`config.mk`:
```
export PLATFORM = sky130hd
export DESIGN_NAME = bitfield_unit
export DESIGN_NICKNAME = d
export VERILOG_FILES = /design/src/rtl/bitfield_unit.sv
export SDC_FILE = /design/constraint.sdc
export NUM_CORES = 1
export LEC_CHECK = 0
export ABC_AREA = 1
export BUFFER_PORTS_ARGS = -buffer_cell sky130_fd_sc_hd__buf_2
export CORE_MARGIN = 8
export CORE_UTILIZATION = 35
export DETAILED_ROUTE_END_ITERATION = 6
export PLACE_DENSITY = 0.63
export SYNTH_ARGS = -nofsm -noshare
export SYNTH_HDL_FRONTEND = slang
export SYNTH_SLANG_ARGS = --single-unit
```
`constraint.sdc`:
```
create_clock -name vclk -period 9.8
set_clock_uncertainty 0.15 [all_clocks]
set_input_delay 1.96 -clock vclk [all_inputs]
set_output_delay 1.96 -clock vclk [all_outputs]
set_load 0.02 [all_outputs]
```
`src/rtl/bitfield_unit.sv`:
```
module bitfield_unit #(
  parameter int W  = 32,
  parameter int PW = $clog2(W),
  parameter int WW = $clog2(W) + 1
) (
  input  logic [W-1:0]  src_word,
  input  logic [W-1:0]  dst_word,
  input  logic [PW-1:0] lsb_pos,
  input  logic [WW-1:0] fld_width,
  input  logic [1:0]    op,
  output logic [W-1:0]  result,
  output logic          bad_param
);
  localparam int TW = WW + 1;

  logic [TW-1:0] top_idx;
  logic [W-1:0]  low_ones, fld_mask, aligned, ext_u, ext_s, ins_val;
  logic [TW-1:0] lsh, rsh;

  assign top_idx   = TW'(lsb_pos) + TW'(fld_width);
  assign bad_param = (fld_width == '0) || (TW'(fld_width) > TW'(W)) || (top_idx > TW'(W));

  assign lsh      = bad_param ? '0 : TW'(W) - top_idx;
  assign rsh      = bad_param ? '0 : TW'(W) - TW'(fld_width);
  assign aligned  = src_word << lsh;
  assign ext_u    = aligned >> rsh;
  assign ext_s    = W'($signed(aligned) >>> rsh);

  assign low_ones = ~({W{1'b1}} << fld_width);
  assign fld_mask = low_ones << lsb_pos;
  assign ins_val  = (dst_word & ~fld_mask) | ((src_word & low_ones) << lsb_pos);

  always_comb begin
    if (bad_param) result = dst_word;
    else begin
      case (op)
        2'b00:   result = ext_u;
        2'b01:   result = ext_s;
        2'b10:   result = ins_val;
        default: result = dst_word;
      endcase
    end
  end

  always_comb begin
    if (!bad_param && op == 2'b00 && fld_width < WW'(W))
      a_r1_upper_zero: assert ((result >> fld_width) == '0);
    if (!bad_param && op == 2'b01)
      a_r2_sign_fill: assert ((result & ~low_ones) == (result[fld_width-1] ? ~low_ones : '0));
    if (!bad_param && op == 2'b10)
      a_r3_outside_kept: assert (((result ^ dst_word) & ~fld_mask) == '0);
    if (bad_param)
      a_r7_pass_dst: assert (result == dst_word);
  end
endmodule

```
Yosys cells after proc, flatten, opt, wreduce, memory -nomap -nowiden
Index checks and enable logic that the tools add are counted.

Bitwise logic cells: 5. Muxes and demuxes: 4. Reductions and logical operators: 4. Shifts and indexed selects: 6. Add/subtract/negate cells: 3. Order comparisons: 2. Equality and inequality tests: 2.

Operators by type and width (number): 32-bit one-hot mux with 3 select lines (1); 32-bit bitwise AND (2); 32-bit NOT (2); 32-bit by 5-bit << shifter with 32-bit output (2); 32-bit two-way mux (1); 32-bit OR (1); 32-bit by 6-bit << shifter with 32-bit output, first input constant (1); 32-bit by 7-bit << shifter with 32-bit output (1); 32-bit by 7-bit right shift with 32-bit output (1); 32-bit by 7-bit >>> shifter with 32-bit output (1); 7-bit two-way mux (2); 5-bit by 6-bit adder with 7-bit output (1); 7-bit by 6-bit greater-than comparator with 1-bit output, second input constant (1); 6-bit by 6-bit subtractor with 7-bit output, first input constant (1); 6-bit by 7-bit subtractor with 7-bit output, first input constant (1); 6-bit greater-than comparator, second input constant (1); 6-bit zero test (1); 2-bit by 1-bit equality test with 1-bit output, second input constant (1); 2-bit equality test, second input constant (1); 2-bit zero test (1); 1-bit logical OR (2).

Register bits: 0.

Longest topological paths before layout
Word-level depth: 8. Gate-level depth with buffers: 29. Gate-level depth less buffers: 27.

Least setup slack after synthesis
OpenSTA, ideal clock, no wires.

Kind: input to output. Start point: input lsb_pos[0]. End point: output result[3]. Stages on the path: 28. Data required time: 7690 ps. Path slack: 2554 ps. Arrival: 5136 ps. Cells stage by stage: ha_1 -> fa_1 -> nand2_1 -> clkinv_1 -> nor2_1 -> nor2_2 -> nand3_2 -> nand2_2 -> nand3_4 -> inv_4 -> nand2_4 -> inv_2 -> buf_4 -> nand3_1 -> nand3_2 -> nand3_2 -> nand3_2 -> nand2_4 -> nand2_4 -> nor3_4 -> inv_2 -> nand2_2 -> nand2_1 -> nand2_1 -> nand2_1 -> o21ai_1 -> nand2_1 -> a21boi_1.

Longest elaborated chain between the ends: 8. Elaborated cells between the ends (all ways): 16. Classes of those cells: 2 x add/sub; 1 x order compare; 5 x shift; 4 x mux; 3 x bitwise; 1 x reduce/logical.

Ends and longest elaborated chain: start: declaration (line 8) `input logic [PW-1:0] lsb_pos,`; 5-bit by 6-bit adder with 7-bit output (*) (line 20) `assign top_idx = TW'(lsb_pos) + TW'(fld_width);`; 7-bit by 6-bit greater-than comparator with 1-bit output (*) (line 21) `assign bad_param = (fld_width == '0) || (TW'(fld_width) > TW'(W)) || (top_idx > TW'(W));`; 1-bit logical OR (*) (line 21); net bad_param (line 12) `output logic bad_param`; 7-bit two-way mux (line 23) `assign lsh = bad_param ? '0 : TW'(W) - top_idx;`; 32-bit by 7-bit << shifter with 32-bit output (line 25) `assign aligned = src_word << lsh;`; 32-bit by 7-bit >>> shifter with 32-bit output / 32-bit by 7-bit right shift with 32-bit output (equally long branches) (line 27, 26); 32-bit one-hot mux with 3 select lines (line 36) `case (op)`; 32-bit two-way mux (*) (line 34) `if (bad_param) result = dst_word;`; end: declaration (line 11) `output logic [W-1:0] result,`.

Mark *: on every way through the listed nets, which the timed path passes. The rest lies on a longest branch.

Final worst setup path
Start point: input fld_width[0]. End point: output result[20].

Longest elaborated chain between the ends: 8. Elaborated cells between the ends (all ways): 23. Classes of those cells: 3 x add/sub; 2 x order compare; 6 x shift; 4 x mux; 5 x bitwise; 3 x reduce/logical.

Ends and longest elaborated chain: start: declaration (line 9) `input logic [WW-1:0] fld_width,`; 5-bit by 6-bit adder with 7-bit output, or another cell as far along (line 20); 7-bit by 6-bit greater-than comparator with 1-bit output, or another cell as far along (line 21); 1-bit logical OR / 32-bit by 5-bit << shifter with 32-bit output (equally long branches) (line 21, 30); 7-bit two-way mux / 32-bit NOT (equally long branches) (line 23, 31); 32-bit by 7-bit << shifter with 32-bit output / 32-bit bitwise AND (equally long branches) (line 25, 31); 32-bit by 7-bit >>> shifter with 32-bit output, or another cell as far along (line 27) `assign ext_s = W'($signed(aligned) >>> rsh);`; 32-bit one-hot mux with 3 select lines (line 36); 32-bit two-way mux (*) (line 34).

Mark *: on every way between the ends. The rest lies on a longest branch, timed or not.

==> flow_summary.toml <==
[pwr]
power.switching_uw = 720.9
comb_power_share = 1.000
cellInternalPower_uw = 292.6
p_leak_nw = 4.715
switching_share = 0.7113
p_seq_frac = 0
peakVddDrop_mv = 0.03066
clkPwrFrac = 0
powerDensity_nw_per_um2 = 106.1

[floorplan]
die_y_um = 176.5
dieArea_um2 = 31140
num_io_pins = 110
core_um2 = 25250
die_w_um = 176.5
num_rows = 58
start_util = 0.3569

[synthesis]
synthTopCellsByCount = "nand3_1, nand2_1, o21ai_0, inv_1, nor2_1"
yosysTopAreaCell = "nand3_1"
yosys_warnings = 0
synth_top_cell_area_share = 0.2943
synth_most_common_cell = "nand3_1"
syn_area_per_cell_um2 = 4.866
synth_area_leaders = "nand3_1, nand2_1, o21ai_0, inv_1, a21oi_1"
ys_seq_area_frac = 0
netlist_instances = 1852
yosysUniqueCellTypes = 55
syn-cell-area_um2 = 9012
syn_nets = 1940

[clock_tree]
post_cts_resized = 0
hold_buffers = 0
cts_setup_buffers = 0

[finish]
n_antenna_cell = 0
num-clock-buffers = 0
drive_gt1_frac = 0.1129
seq_area_um2 = 0
layout.nets = 1941
area_growth_pct = 5.997
n_sequential_cell = 0

[place]
gp_congestion = 0.9896
io_buffers = 110
dp_hpwl_um = 35770

[drt]
drtIter0Drc = 2270
drc = 7
via_per_inst = 6.199
dr.pass1.iters = 7
vias = 13520
post_drt_wl_per_cell_um = 20.64
wl_um = 45020
drtAntennaViolNets = 0

[timing]
tightest_slew_ns = 1.039
setup_violations = 0
fin_tns_setup_ns = 0
max_freq_ghz = 0.1141
finalCritPeriodShare = 0.8943
slew_violations = 0
whs_ns = 4.197
rsz0062_at_grt = "no"
fin_crit_ns = 8.764
relSlewSlack = 0.3034
hold_viol = 0

[setup_path]
crit_required_ns = 7.69
crit_type = "primary input to output pin"
arrival_ns = 6.65
crit_fanout = 42
cp-start-kind = "primary input"
critPathCaptureType = "output pin"

[min_path]
hold_class = "primary input to output pin"

[status]
status = "finished, violations left"
violations = "design-rule violations"

[global_route]
grt_pass1_vias = 12090
grt_max_degree = 68
antenna_found_initial = 0
grt_pass1_wl_um = 68920
gr-total-overflow = 0
track_usage = 0.2744

[run]
maxCapViolCount = 0
final cells by class:
cell class                 count  area (µm²)
tap                          330       412.9
fill                        2968       15700
timing repair buffer         135       750.7
multi-input combinational   1582        7881
inverter                     134       508.0
power by group through the flow:
stage | combinational (mW) | clock, mW | sequential, mW
floorplan | 0.694 | 0 | 0
CTS | 0.982 | 0 | 0
global route | 1.10 | 0 | 0
global placement | 0.984 | 0 | 0
finish | 1.01 | 0 | 0
detailed placement | 0.979 | 0 | 0
metal layers:
metal / global-route usage / wire, µm
met1: 0.3555 / 17980
met2: 0.4532 / 20380
met3: 0.04016 / 4522
met4: 0.1023 / 2125
met5: 0 / 0
per-stage QoR:
stage | util | std cells | instance area [µm²] | total power, mW | setup slack [ns]
final | 0.3783 | 2181 | 9553 | 1.013 | 1.036
after global routing | 0.3783 | 2181 | 9553 | 1.104 | 0.6609
after CTS | 0.3783 | 2181 | 9553 | 0.9821 | 1.170
after detailed placement | 0.3783 | 2181 | 9553 | 0.9786 | 1.188
after global placement | 0.3783 | 2181 | 9553 | 0.9836 | 1.228
after floorplan | - | 1852 | 9012 | 0.6941 | 2.554
logic make-up after synthesis:
group / after synthesis / synth area share
adder cells (fa/ha/maj): 11 / 0.01610
AO/OA/AOI/OAI: 352 / 0.2228
XOR/XNOR: 1 / 0.0009720
AND/OR/NAND/NOR: 1204 / 0.6188
buffers and inverters: 270 / 0.1258
multiplexers: 14 / 0.01555
critical path: stages:
cell      delay [ns]
buf_2           0.13
ha_1            0.24
fa_1            0.42
nor2_1          0.13
nor2_1          0.10
nor2_2          0.15
nand3_1         0.13
nor2_1          0.11
nand2_1         0.06
nand2_1         0.06
nand3_2         0.57
buf_4           0.47
nand3_1         0.12
nand3_1         0.13
nand3_1         0.12
nand3_1         0.13
nand3_1         0.12
nand3_1         0.19
nand3_1         0.17
nand2_1         0.12
nand2_1         0.11
nand3_1         0.12
nand2_1         0.07
nand2_1         0.08
o21ai_0         0.35
a21boi_1        0.13
buf_2           0.18
path summary, 6_finish.rpt:
kind,start,end,slack [ns],depth (start not counted)
worst min-delay path,dst_word[14],result[14],4.20,3
worst max-delay path,fld_width[0],result[20],1.04,27
placed cells by master (no fill, tap or decap), types with 4 or more instances in the layout:
cell and count:
a31oi_1 10, ha_1 10, buf_4 24, mux2i_1 14
nor2_1 80, a2bb2oi_1 4, nand2_4 5, nand2_2 7
nor3_1 6, a22oi_1 5, or2_2 21, inv_1 118
o21ai_0 181, a21oi_1 68, inv_2 8, o211ai_1 21
a211oi_1 4, nand4_1 40, a21boi_1 16, nand3_2 14
nand2_1 487, clkinv_1 6, o21ai_1 10, o22ai_1 11
nor2_2 6, buf_2 110, nand3_1 530
(Power assumes the default switching activity.)
